<file path="src/rtl/dbf_pkg.sv">
package dbf_pkg;

  // One 8-bit control lane: the positions are decoded by software.
  typedef struct packed {
    logic [3:0] idx;
    logic [1:0] rsv;
    logic       rst;
    logic       en;
  } lane_t;

  localparam int unsigned LANES  = 4;
  localparam int unsigned LANE_W = 8;

  // Address falls on a word inside a window of nword words.
  function automatic logic in_window(input logic [31:0] a,
                                     input logic [31:0] base,
                                     input int unsigned nword);
    return (a >= base) && (a < base + 32'(nword * 4)) && (a[1:0] == 2'b00);
  endfunction

  function automatic int unsigned word_sel(input logic [31:0] a,
                                           input logic [31:0] base);
    return (a - base) >> 2;
  endfunction

  function automatic int unsigned pin_word(input int unsigned p);
    return p / LANES;
  endfunction

  function automatic int unsigned pin_shift(input int unsigned p);
    return (p % LANES) * LANE_W;
  endfunction

  // Index past the end of the table falls back to the last entry.
  function automatic int unsigned clamp_index(input int unsigned ix,
                                              input int unsigned ntab);
    return (ix >= ntab) ? ntab - 1 : ix;
  endfunction

endpackage

</file>
<file path="src/rtl/dbf_tick.sv">
module dbf_tick #(
  parameter int unsigned PRESC = 4
) (
  input  logic clk,
  input  logic rst_n,
  output logic tick
);
  localparam int unsigned CW = (PRESC > 1) ? $clog2(PRESC) : 1;

  logic [CW-1:0] cnt_q;

  assign tick = (cnt_q == CW'(PRESC - 1));

  always_ff @(posedge clk or negedge rst_n) begin
    if (!rst_n)    cnt_q <= '0;
    else if (tick) cnt_q <= '0;
    else           cnt_q <= cnt_q + 1'b1;
  end

  generate
    if (PRESC > 1) begin : g_spaced
      // ticks never come on back-to-back cycles
      a_r10_tick_spacing: assert property (@(posedge clk) disable iff (!rst_n)
        tick |=> !tick);
    end
  endgenerate
endmodule

</file>
<file path="src/rtl/dbf_regs.sv">
module dbf_regs import dbf_pkg::*; #(
  parameter int unsigned NPIN      = 8,
  parameter int unsigned NUM_FILT  = 6,
  parameter int unsigned ADDR_W    = 12,
  parameter logic [31:0] CTRL_BASE = 32'h500,
  parameter logic [31:0] SET_BASE  = 32'h600,
  parameter logic [31:0] CLR_BASE  = 32'h700,
  parameter int unsigned RST_HOLD  = 2
) (
  input  logic                  clk,
  input  logic                  rst_n,
  input  logic                  bus_wr,
  input  logic [ADDR_W-1:0]     bus_addr,
  input  logic [31:0]           bus_wdata,
  output logic [31:0]           bus_rdata,
  input  logic [NUM_FILT-1:0]   level_sens,
  output logic [NUM_FILT-1:0]   en_o,
  output logic [NUM_FILT-1:0]   clr_o,
  output logic [NUM_FILT*4-1:0] idx_o
);
  localparam int unsigned NWORD  = (NPIN + LANES - 1) / LANES;
  localparam int unsigned HOLD_W = $clog2(RST_HOLD + 1);

  logic [31:0] a32;
  assign a32 = {{(32-ADDR_W){1'b0}}, bus_addr};

  logic wr_ctrl, wr_set, wr_clr;
  assign wr_ctrl = bus_wr && in_window(a32, CTRL_BASE, NWORD);
  assign wr_set  = bus_wr && in_window(a32, SET_BASE,  NWORD);
  assign wr_clr  = bus_wr && in_window(a32, CLR_BASE,  NWORD);

  logic              en_r   [NUM_FILT];
  logic [3:0]        idx_r  [NUM_FILT];
  logic [HOLD_W-1:0] hold_r [NUM_FILT];

  logic unused_bits;
  assign unused_bits = ^bus_wdata;

  generate
    for (genvar p = 0; p < NUM_FILT; p++) begin : g_lane
      localparam int unsigned WORD = pin_word(p);
      localparam int unsigned SH   = pin_shift(p);

      lane_t b;
      logic  hit_c, hit_s, hit_k;
      logic [HOLD_W-1:0] hold_dec;

      assign b        = lane_t'(bus_wdata[SH +: LANE_W]);
      assign hit_c    = wr_ctrl && (word_sel(a32, CTRL_BASE) == WORD);
      assign hit_s    = wr_set  && (word_sel(a32, SET_BASE)  == WORD);
      assign hit_k    = wr_clr  && (word_sel(a32, CLR_BASE)  == WORD);
      assign hold_dec = (hold_r[p] == '0) ? '0 : hold_r[p] - 1'b1;

      always_ff @(posedge clk or negedge rst_n) begin
        if (!rst_n) begin
          en_r[p]   <= 1'b0;
          idx_r[p]  <= '0;
          hold_r[p] <= '0;
        end else if (hit_c) begin
          en_r[p]   <= b.en ? (en_r[p] | level_sens[p]) : 1'b0;
          idx_r[p]  <= b.idx;
          hold_r[p] <= b.rst ? HOLD_W'(RST_HOLD) : hold_dec;
        end else if (hit_s) begin
          if (b.en && level_sens[p]) en_r[p] <= 1'b1;
          idx_r[p]  <= idx_r[p] | b.idx;
          hold_r[p] <= b.rst ? HOLD_W'(RST_HOLD) : hold_dec;
        end else if (hit_k) begin
          if (b.en) en_r[p] <= 1'b0;
          idx_r[p]  <= idx_r[p] & ~b.idx;
          hold_r[p] <= b.rst ? '0 : hold_dec;
        end else begin
          hold_r[p] <= hold_dec;
        end
      end

      assign en_o[p]          = en_r[p];
      assign clr_o[p]         = (hold_r[p] != '0);
      assign idx_o[p*4 +: 4]  = idx_r[p];

      // enable can only turn on for a level-sensitive pin
      a_r4_enable_needs_level: assert property (@(posedge clk) disable iff (!rst_n)
        $rose(en_r[p]) |-> $past(level_sens[p]));

      // with no new write the reset hold only counts down
      a_r9_reset_self_clears: assert property (@(posedge clk) disable iff (!rst_n)
        (hold_r[p] != '0) && !bus_wr |=> hold_r[p] < $past(hold_r[p]));
    end
  endgenerate

  always_comb begin
    bus_rdata = '0;
    if (in_window(a32, CTRL_BASE, NWORD)) begin
      for (int p = 0; p < NUM_FILT; p++) begin
        if (word_sel(a32, CTRL_BASE) == pin_word(p))
          bus_rdata[pin_shift(p) +: LANE_W] =
            {idx_r[p], 2'b00, hold_r[p] != '0, en_r[p]};
      end
    end
  end
endmodule

</file>
<file path="src/rtl/dbf_filter.sv">
module dbf_filter #(
  parameter int unsigned CNT_W = 16
) (
  input  logic             clk,
  input  logic             rst_n,
  input  logic             tick,
  input  logic             en,
  input  logic             clr,
  input  logic [CNT_W-1:0] period,
  input  logic             sin,
  output logic             dout
);
  logic [CNT_W-1:0] cnt_q;
  logic [CNT_W:0]   cnt_nxt;
  logic             differ;
  logic             settle_hit;

  assign differ     = (sin != dout);
  assign cnt_nxt    = {1'b0, cnt_q} + 1'b1;
  assign settle_hit = en && !clr && differ && tick && (cnt_nxt >= {1'b0, period});

  always_ff @(posedge clk or negedge rst_n) begin
    if (!rst_n) begin
      cnt_q <= '0;
      dout  <= 1'b0;
    end else if (!en || clr) begin
      cnt_q <= '0;
      dout  <= sin;
    end else if (!differ) begin
      cnt_q <= '0;
    end else if (settle_hit) begin
      cnt_q <= '0;
      dout  <= sin;
    end else if (tick) begin
      cnt_q <= cnt_nxt[CNT_W-1:0];
    end
  end

  // a disabled filter passes the input through one stage
  a_r6_bypass: assert property (@(posedge clk) disable iff (!rst_n)
    !en |=> dout == $past(sin));

  // counter reset loads the input and zeroes the count
  a_r9_reset_loads: assert property (@(posedge clk) disable iff (!rst_n)
    en && clr |=> (dout == $past(sin)) && (cnt_q == '0));

  // an enabled filter moves only on a settle hit
  a_r7_hold_until_settled: assert property (@(posedge clk) disable iff (!rst_n)
    en && !clr && !settle_hit |=> dout == $past(dout));

  // a bounce back to the output value restarts the count
  a_r7_bounce_restarts: assert property (@(posedge clk) disable iff (!rst_n)
    en && !clr && !differ |=> cnt_q == '0);
endmodule

</file>
<file path="src/rtl/dbf_bank.sv">
module dbf_bank import dbf_pkg::*; #(
  parameter int unsigned NPIN      = 8,
  parameter int unsigned NUM_FILT  = 6,
  parameter int unsigned PRESC     = 4,
  parameter int unsigned NTAB      = 7,
  parameter int unsigned PERIODS [NTAB] = '{2, 3, 4, 6, 8, 12, 16},
  parameter int unsigned CNT_W     = 16,
  parameter int unsigned ADDR_W    = 12,
  parameter logic [31:0] CTRL_BASE = 32'h500,
  parameter logic [31:0] SET_BASE  = 32'h600,
  parameter logic [31:0] CLR_BASE  = 32'h700
) (
  input  logic                clk,
  input  logic                rst_n,
  input  logic                bus_wr,
  input  logic [ADDR_W-1:0]   bus_addr,
  input  logic [31:0]         bus_wdata,
  output logic [31:0]         bus_rdata,
  input  logic [NUM_FILT-1:0] level_sens,
  input  logic [NPIN-1:0]     pin_in,
  output logic [NPIN-1:0]     pin_out
);
  logic [NPIN-1:0]       sync1_q, sync2_q;
  logic                  tick;
  logic [NUM_FILT-1:0]   en_w, clr_w;
  logic [NUM_FILT*4-1:0] idx_w;

  always_ff @(posedge clk or negedge rst_n) begin
    if (!rst_n) begin
      sync1_q <= '0;
      sync2_q <= '0;
    end else begin
      sync1_q <= pin_in;
      sync2_q <= sync1_q;
    end
  end

  dbf_tick #(.PRESC(PRESC)) u_tick (
    .clk   (clk),
    .rst_n (rst_n),
    .tick  (tick)
  );

  dbf_regs #(
    .NPIN(NPIN), .NUM_FILT(NUM_FILT), .ADDR_W(ADDR_W),
    .CTRL_BASE(CTRL_BASE), .SET_BASE(SET_BASE), .CLR_BASE(CLR_BASE),
    .RST_HOLD(2)
  ) u_regs (
    .clk        (clk),
    .rst_n      (rst_n),
    .bus_wr     (bus_wr),
    .bus_addr   (bus_addr),
    .bus_wdata  (bus_wdata),
    .bus_rdata  (bus_rdata),
    .level_sens (level_sens),
    .en_o       (en_w),
    .clr_o      (clr_w),
    .idx_o      (idx_w)
  );

  generate
    for (genvar p = 0; p < NPIN; p++) begin : g_pin
      if (p < NUM_FILT) begin : g_filt
        int unsigned      sel;
        logic [CNT_W-1:0] period;

        assign sel    = clamp_index(int'(idx_w[p*4 +: 4]), NTAB);
        assign period = CNT_W'(PERIODS[sel]);

        dbf_filter #(.CNT_W(CNT_W)) u_filt (
          .clk    (clk),
          .rst_n  (rst_n),
          .tick   (tick),
          .en     (en_w[p]),
          .clr    (clr_w[p]),
          .period (period),
          .sin    (sync2_q[p]),
          .dout   (pin_out[p])
        );
      end else begin : g_pass
        logic pass_q;
        always_ff @(posedge clk or negedge rst_n) begin
          if (!rst_n) pass_q <= 1'b0;
          else        pass_q <= sync2_q[p];
        end
        assign pin_out[p] = pass_q;

        // an unfiltered pin tracks its synchronised input
        a_r5_unfiltered_follows: assert property (@(posedge clk) disable iff (!rst_n)
          1'b1 |=> pin_out[p] == $past(sync2_q[p]));
      end
    end
  endgenerate
endmodule

</file>
<file path="config.mk">
export PLATFORM = sky130hd
export DESIGN_NAME = dbf_bank
export DESIGN_NICKNAME = d
export VERILOG_FILES = /design/src/rtl/dbf_pkg.sv /design/src/rtl/dbf_tick.sv /design/src/rtl/dbf_regs.sv /design/src/rtl/dbf_filter.sv /design/src/rtl/dbf_bank.sv
export SDC_FILE = /design/constraint.sdc
export NUM_CORES = 1
export LEC_CHECK = 0
export BUFFER_PORTS_ARGS = -buffer_cell sky130_fd_sc_hd__buf_4
export CORE_UTILIZATION = 55
export CTS_BUF_LIST = sky130_fd_sc_hd__clkbuf_4 sky130_fd_sc_hd__clkbuf_8
export DETAILED_ROUTE_END_ITERATION = 6
export PLACE_DENSITY_LB_ADDON = 0.15
export SYNTH_ARGS = -nofsm -noshare
export SYNTH_HDL_FRONTEND = slang
export SYNTH_SLANG_ARGS = --single-unit
</file>
<file path="constraint.sdc">
create_clock -name clk -period 3.5 [get_ports clk]
set_input_delay 0.875 -clock clk [delete_from_list [all_inputs] [get_ports clk]]
set_output_delay 0.875 -clock clk [all_outputs]
set_load 0.005 [all_outputs]
</file>
======== Word-level counts from Yosys, hierarchy flattened ========
Memory sizes are Yosys's and may differ from the RTL's.
Index checks and enable logic that the tools add are counted.
storage, ports and cells
  register bits ........................... 164
  ROM bits ................................ 1536
  input port bits ......................... 61
  output and inout port bits .............. 40
  word-level logic and storage cells ...... 398
  memories kept ........................... 6
cells by class
  add/sub/neg operators ................... 16
  order comparisons ....................... 24
  equality and inequality tests ........... 22
  muxes and demuxes ....................... 156
  bitwise logic cells ..................... 28
  reduce and logical (&&, ||, !) cells .... 111
memory list
  name             words  width  rd ports  clocked after memory_dff  write ports  RTL line        source
  (no name shown)  8      32     1         0                         0            dbf_bank.sv:68  assign period = CNT_W'(PERIODS[sel]);
  (no name shown)  8      32     1         0                         0            dbf_bank.sv:68
  (no name shown)  8      32     1         0                         0            dbf_bank.sv:68
  (no name shown)  8      32     1         0                         0            dbf_bank.sv:68
  (no name shown)  8      32     1         0                         0            dbf_bank.sv:68
  (no name shown)  8      32     1         0                         0            dbf_bank.sv:68
operator list
  operator                                                number
  2-to-1 mux 16 bit                                       36
  >= comparator 33 x 4 -> 1 bit (second input constant)   6
  NOT 4 -> 33 bit                                         6
  adder 16 x 1 -> 17 bit (second input constant)          6
  >= comparator 17 x 16 -> 1 bit                          6
  zero test 32 bit                                        3
  2-to-1 mux 4 bit                                        24
  equality test 30 x 1 -> 1 bit (second input constant)   3
  2-to-1 mux 2 bit                                        37
  2-to-1 mux 1 bit                                        52
  2-to-1 mux 8 bit                                        6
  logical AND 1 bit                                       45
  subtractor 12 x 11 -> 13 bit (second input constant)    3
  >= comparator 12 x 11 -> 1 bit (second input constant)  3
  < comparator 12 x 11 -> 1 bit (second input constant)   3
  nonzero test 2 bit                                      18
  2-to-1 mux 32 bit                                       1
  AND 4 bit                                               6
  >= comparator 4 x 3 -> 1 bit (second input constant)    6
  bitwise OR 4 bit                                        6
  nonzero test 3 bit                                      8
  != test 4 bit (second input constant)                   5
  != test 3 x 2 -> 1 bit (second input constant)          6
  AND reduction 3 bit                                     6
  other kinds (11)                                        56

======== Longest topological paths before layout ========
Gate-level depths: netlist of run 1.
  word-level depth ........................ 11
  depth in mapped cells ................... 12
  depth with buffers taken out ............ 12

======== Cells and area by module ========
Synthesis of run 1 repeated with hierarchy kept, for this count alone.
unflattened totals
  cell total of the unflattened synthesis .. 1421
  area total of the unflattened synthesis .. 12446.9 µm²
by module, submodules not included
  module                                    times used  cells an instance  area each (µm²)  seq. area each (µm²)
  dbf_filter at g_pin[0].g_filt.u_filt ...  5           171                1470.2           425.4
  dbf_regs                                  1           322                2711.4           1051.0
  dbf_filter at g_pin[5].g_filt.u_filt      1           171                1477.7           425.4
  dbf_bank                                  1           69                 840.8            450.4
  dbf_tick                                  1           4                  66.3             50.0

======== Least setup slack after synthesis of run 1 ========
No wires, ideal clock.
  path type ............................... input to output
  from .................................... input bus_addr[9]
  to ...................................... output bus_rdata[0]
  arrival time ............................ 2304 ps
  required time ........................... 2625 ps
  path slack .............................. 321 ps
  stages .................................. 9
  cell sequence ........................... ha_1 -> inv_1 -> ha_1 -> nor2b_1 -> o2111ai_1 -> or2_2 -> clkbuf_1 -> clkbuf_1 -> nor2_1
between the ends
  cells in the longest elaborated chain, start to end .. 5
RTL lines
  item                           RTL line        source
  from (decl)                    dbf_bank.sv:16  input logic [ADDR_W-1:0] bus_addr,
  subtractor 12 x 11 -> 13 bit   dbf_pkg.sv:23   return (a - base) >> 2;
  zero test 32 bit               dbf_regs.sv:94  if (word_sel(a32, CTRL_BASE) == pin_word(p))
  2-to-1 mux 8 bit (2 in a row)  dbf_regs.sv:94
  2-to-1 mux 32 bit *            dbf_regs.sv:92  if (in_window(a32, CTRL_BASE, NWORD)) begin
  to (decl)                      dbf_bank.sv:18  output logic [31:0] bus_rdata,
Mark *: on every way between the ends. The rest lies on a longest branch, timed or not.

======== Final worst setup path of run 1 ========
  from .................................... input bus_addr[10]
  to ...................................... output bus_rdata[1]
The elaborated chain is that of the path after synthesis.

==> results of run 1 <==
==> cells by family (layout without fill, tap and decap cells) <==
kind of cell               after synthesis  after routing  share of synthesized area (%)
muxes                                   47             47                          5.192
adders and majority gates               41             41                          5.514
buffers and inverters                   74            155                          3.672
xor gates and xnor gates                28             28                          2.636
other                                    1              8                        0.04031
AOI/OAI and AO/OA                      178            178                          12.95
and+or+nand+nor                        451            451                          25.88
DFF                                    164            164                          44.12
==> power by group <==
group          internal, mW  switching, mW
clock                 0.709          0.662
combinational        0.0748         0.0924
sequential             1.91         0.0117
==> synthesized netlist by cell type (all sizes together), types with 20 or more instances <==
cell / instances / area share [%]
nand2: 86 / 3.5
mux2i: 37 / 4.0
and3: 20 / 1.4
inv: 24 / 0.97
buf: 20 / 1.5
nand4: 22 / 1.5
ha: 41 / 5.5
nand3: 46 / 2.5
nor3: 35 / 1.9
a21oi: 55 / 3.0
nor2: 81 / 3.3
o21ai: 34 / 1.8
and2: 60 / 4.0
dfrtp: 164 / 44
nand2b: 24 / 1.6
clkbuf: 30 / 1.2
==> placed cells by master, fill, tap and decap left out, drive strengths merged, types with 5 or more instances in the layout <==
master  instances
a211oi          5
ha             41
a22o           15
a21oi          55
nor2b           8
o31ai           5
mux2i          37
and3           20
nor2           81
mux2           10
nand4          22
nor4b           6
nor3           35
o21ai          34
or2            10
o21a            8
conb            8
xor2           10
a21o            6
or4             8
and2           60
buf           100
a32o           14
nand2b         24
clkbuf         22
dfrtp         164
or3            10
nand3          46
and4            6
xnor2          18
nor4           17
inv            24
nand2          86
==> what timing repair did <==
action                                  in CTS  in global routing
endpoints found under the setup margin       0                 17
hold buffers                                 0                  0
resized for setup                            0                  2
==> worst max path at each step <==
stage	to	startpoint	slack, ps
2_1_floorplan	bus_rdata[0]	bus_addr[9]	320
3_3_place_gp	bus_rdata[1]	bus_addr[10]	60
3_5_place_dp	bus_rdata[12]	bus_addr[10]	30
4_1_cts	bus_rdata[12]	bus_addr[10]	20
5_1_grt	bus_rdata[4]	bus_addr[10]	10
6_report	bus_rdata[1]	bus_addr[10]	90
==> metal layers <==
metal	GRT usage [%]	part of all wire, %	vias up
li1	-	-	3692
met1	35.10	48	3565
met2	39.07	45	191
met3	5.383	4.8	27
met4	7.946	2.0	0
met5	0	0	-
==> per-stage QoR <==
step | total power, mW | util [%] | hold slack (ps) | setup WS (ps)
after floorplan | 2.017 | - | 331.2 | 321.1
after global placement | 2.125 | 61.40 | 332.3 | 62.54
after detailed placement | 2.128 | 61.40 | 334.7 | 31.03
after CTS | 3.506 | 63.81 | 349.8 | 23.34
after global routing | 3.618 | 63.86 | 358.4 | 13.34
final | 3.459 | 63.86 | 343.7 | 88.77
==> cell type report <==
class / count / share of cell area (%)
clock buffer: 22 / 2.810
multi-input combinational: 753 / 46.48
tap: 220 / 2.608
timing repair buffer: 100 / 7.387
sequential: 164 / 38.89
inverter: 24 / 0.8537
clock inverter: 9 / 0.9723
==> metrics.txt, run 1 <==
status completed; Slew Limit Headroom 23.60%; setup violators final 0; r2r endpoint g_pin[4].g_filt.u_filt.dout$_DFFE_PN0P_; reg2reg setup slack 260 ps; # placed instances 1261; worst r2r path cells 11; area of the mapped netlist 0.009303 sq mm; DRT iter0 DRCs 475; min Tclk post-route 3411 ps; Setup crit start kind primary input; worst-path fanout max 9; worst hold start sync1_q[4]$_DFF_PN0_; initial antenna violation count 0; DRC 0; share of post-route cells with drive strength above 1 15.11%; vias in the first global route 7120; nets 1162; ys async rst share 100.0%; FP Rows 47; Final ANT Viol Nets 0; Final Skew 8.299 ps; multi-input combinational cell area 0.004905 sq mm; Setup CP Type in2out; Final Hold Vio Count 0; IO Pins 101; Final Cycle Share 97.46%; Post-synth EDFFs 0; WP data arrival 2540 ps; Crit Reg-Reg Startpoint g_pin[4].g_filt.u_filt.cnt_q[1]$_DFFE_PN0P_; max incr delay on CP 360 ps; setup TNS 0 ps; post-route cell area 0.01055 sq mm; dominant synthesized flop cell dfrtp_1; crit path cell chain buf_4 -> ha_1 -> inv_1 -> ha_1 -> nor2b_1 -> o2111ai_1 -> or2_4 -> a211oi_1 -> buf_4; fmax 293.2 MHz; number of H-tree levels 4; CTS Buffer Depth 2; crit path max-delay cell type or2_4; Peak VDD IR 0.2247 mV; Leak Pwr 4.828 nW; clock net sink count 164; ANT cells 0; clk_lat worst skew 450 ps; Synth Warn # 0; hold depth 0; postcts setup bufs 0; root buffer selected by CTS clkbuf_8; GRT Resource Usage Total 25.09%; Hold WC Path Type reg2reg; largest net degree at the start of global routing 70; core area 0.01652 sq mm; RePlAce Congestion 0.8705; first-pass GRT wire length 34920 microns; CP bufs+invs 3; Starting Density 56.30%; Post-DP HPWL 14690 microns; RSZ-0062 raised after global routing no; GRT Residual Overflow 0; Post-Place Cell Area 0.01015 sq mm; Clk pin slew, worst setup/hold paths 80 ps; Slew Limit Fails 0; Die Span X 132.1 microns; Mapped Cells 984; total CTS buffers 17; Mean Syn Cell Area 9.454 sq um; filler cell count 1376; Max Cap Viol 0; First-pass DRT Iterations 5; post-synthesis cell type count 69; CTS tree yes; Min-Delay Endpoint sync2_q[4]$_DFF_PN0_; die area 0.01744 sq mm; Top delay family on crit path compound AO/OA/AOI/OAI gates; Pwr Density 327.8 mW/mm^2; routed via count 7475; worst path required time 2620 ps; register bit total from synthesis 164; drt total wl 20510 microns; drt via density 5.786; Worst Tran Pin Value 1146 ps; register area share after synthesis 44.12%; area delta synth->final 13.44%; die height 132.1 microns; flip-flop and latch area 0.004104 sq mm; Final Non-Filler Cells 1292; Port Buffer Count 84; WP depth 9; Crit. End Element output pin; WL/cell 15.88 microns
No activity file was read; power rests on OpenSTA's default activity.
==> run 2: changes to the inputs <==
--- a/config.mk
+++ b/config.mk
@@ -5,7 +5,7 @@
 export SDC_FILE = /design/constraint.sdc
 export NUM_CORES = 1
 export LEC_CHECK = 0
-export BUFFER_PORTS_ARGS = -buffer_cell sky130_fd_sc_hd__buf_4
+export BUFFER_PORTS_ARGS = -buffer_cell sky130_fd_sc_hd__buf_2
 export CORE_UTILIZATION = 55
 export CTS_BUF_LIST = sky130_fd_sc_hd__clkbuf_4 sky130_fd_sc_hd__clkbuf_8
 export DETAILED_ROUTE_END_ITERATION = 6
==> run 2 against run 1 <==
Sequential cell count unchanged; first-iteration DRC count down 0.84%; die area unchanged; utilization fell by 0.84 points; cell count increased by 0.23%; non-clock buffer count is 3 higher; maximum frequency rose by 3.3%; via count shrank 0.16%; routed wire length barely moved; critical path depth rose by 1; register-to-register slack hardly changed; largest power group unchanged; final area shrank 1.3%; highest routed layer unchanged.
==> metrics.txt, run 2 (synthesized netlist as in run 1, its figures left out) <==
vias in the first global route 6937 (-2.6%); DRT iter0 DRCs 471 (-0.84%); RePlAce Congestion 0.8627 (-0.90%); Final Cycle Share 94.34% (-3.1 points); setup TNS 0 ps (unchanged); core area 0.01652 sq mm (unchanged); DRC 0 (unchanged); FP Rows 47 (unchanged); wl on met1 10070 microns (+1.9%); worst r2r path cells 11 (unchanged); root buffer selected by CTS clkbuf_8; DR WL met3 951 microns (-2.8%); Slew Limit Fails 0 (unchanged); total CTS buffers 17 (unchanged); Final Non-Filler Cells 1295 (+0.23%); setup violators final 0 (unchanged); Crit Reg-Reg Startpoint g_pin[4].g_filt.u_filt.cnt_q[1]$_DFFE_PN0P_; number of H-tree levels 4 (unchanged); commonest cells after routing, fill and taps aside dfrtp_1 (164), nand2_1 (86), buf_2 (83), nor2_1 (81), and2_1 (60); fmax 302.9 MHz (+3.3%); r2r endpoint g_pin[4].g_filt.u_filt.cnt_q[2]$_DFFE_PN0P_; area delta synth->final 11.94%; CTS tree yes; Port Buffer Count 84 (unchanged); First-pass DRT Iterations 5 (unchanged); Clk pin slew, worst setup/hold paths 80 ps (about the same); die height 132.1 microns (unchanged); routed via count 7463 (-0.16%); Worst setup endpoint bus_rdata[14]; Leak Pwr 4.809 nW (-0.40%); top sig layer met4; commonest non-fill, non-tap cell in the layout dfrtp_1; GRT Resource Usage Total 24.51% (-0.58 points); worst hold start sync1_q[5]$_DFF_PN0_; filler cell count 1395 (+1.4%); min Tclk post-route 3302 ps (-109.3 ps); RSZ-0062 raised after global routing no; Slew Limit Headroom 41.66% (+18 points); ANT cells 0 (unchanged); # placed instances 1264 (+0.24%); worst path required time 2620 ps (about the same); clock net sink count 164 (unchanged); die area 0.01744 sq mm (unchanged); Detail Route met2 WL 9182 microns (-0.75%); Setup crit start kind primary input; Final Skew 14.34 ps (+6.043 ps); initial antenna violation count 0 (unchanged); Crit. End Element output pin; nets 1165 (+0.26%); first-pass GRT wire length 34020 microns (-2.6%); Setup CP Type in2out; status completed; Worst Setup SP bus_addr[9]; Peak VDD IR 0.2556 mV (+14%); Final Hold Vio Count 0 (unchanged); Starting Density 56.30% (unchanged); GRT Residual Overflow 0 (unchanged); drt total wl 20510 microns (about the same); worst-path fanout max 10 (+1); Post-DP HPWL 14800 microns (+0.74%); largest net degree at the start of global routing 75 (+7.1%); drt via density 5.763 (-0.39%); Max Cap Viol 0 (unchanged); Worst Tran Pin Value 871.9 ps (-274.1 ps); IO Pins 101 (unchanged); share of post-route cells with drive strength above 1 15.35% (+0.24 points); Die Span X 132.1 microns (unchanged); Hold WC Path Type reg2reg; CTS Buffer Depth 2 (unchanged); reg2reg setup slack 270 ps (about the same); Pwr Density 344.4 mW/mm^2 (+5.1%); clk_lat worst skew 460 ps (about the same); Final ANT Viol Nets 0 (unchanged); WP data arrival 2430 ps (-110 ps); WL/cell 15.84 microns (-0.23%)
[run 2: final cells by class]
type,instances,area (sq um),share of cell area (%)
Inverter,24,90.09,0.8651
Tap cell,220,275.3,2.643
Clock inverter,11,176.4,1.694
Timing Repair Buffer,103,594.3,5.707
Multi-Input combinational cell,753,4905,47.10
Clock buffer,20,269.0,2.583
Sequential cell,164,4104,39.41
[run 2: stage by stage]
step	power [mW]	hold WS [ps]	instance area [sq um]	setup slack [ps]	util [%]
floorplan	2.017	331.2	9329	321.1	-
global placement	2.107	332.4	9961	125.7	60.28
detailed placement	2.111	337.8	9961	84.32	60.28
CTS	3.635	357.1	10410	60.50	62.97
global route	3.725	362.9	10410	51.60	63.02
finish	3.587	355.7	10410	198.1	63.02
[run 2: routing by layer]
layer  vias to the layer above  GRT usage (%)
met5                         -              0
met4                         0          7.752
met3                        20          4.998
met2                       171          37.45
met1                      3580          35.02
li1                       3692              -
[run 2: critical path, cell delays in order]
cell and delay (ps):
buf_2 110, ha_1 170, inv_1 50, ha_1 180
nor2b_1 110, o2111ai_1 180, or2_4 360, buf_12 170
nor2_1 110, buf_2 120
[run 2: worst min-delay path by stage]
stage	end	slack [ps]	depth (start not counted)
3_5_place_dp	sync2_q[5]$_DFF_PN0_	340	0
4_1_cts	sync2_q[5]$_DFF_PN0_	360	0
6_report	sync2_q[5]$_DFF_PN0_	360	0
5_1_grt	sync2_q[5]$_DFF_PN0_	360	0
2_1_floorplan	g_pin[6].g_pass.pass_q$_DFF_PN0_	330	0
3_3_place_gp	g_pin[7].g_pass.pass_q$_DFF_PN0_	330	0
[run 2: where the power goes]
part           total, mW  switching [mW]  internal [mW]
logic              0.149          0.0924         0.0567
clock network       1.52           0.695          0.823
registers           1.92          0.0114           1.91
total               3.59           0.798           2.79
[run 2: timing repair]
item,CTS,global route
endpoints found under the setup margin,0,16
gates resized for setup,0,2
hold buffers,0,0
buffers inserted,0,0
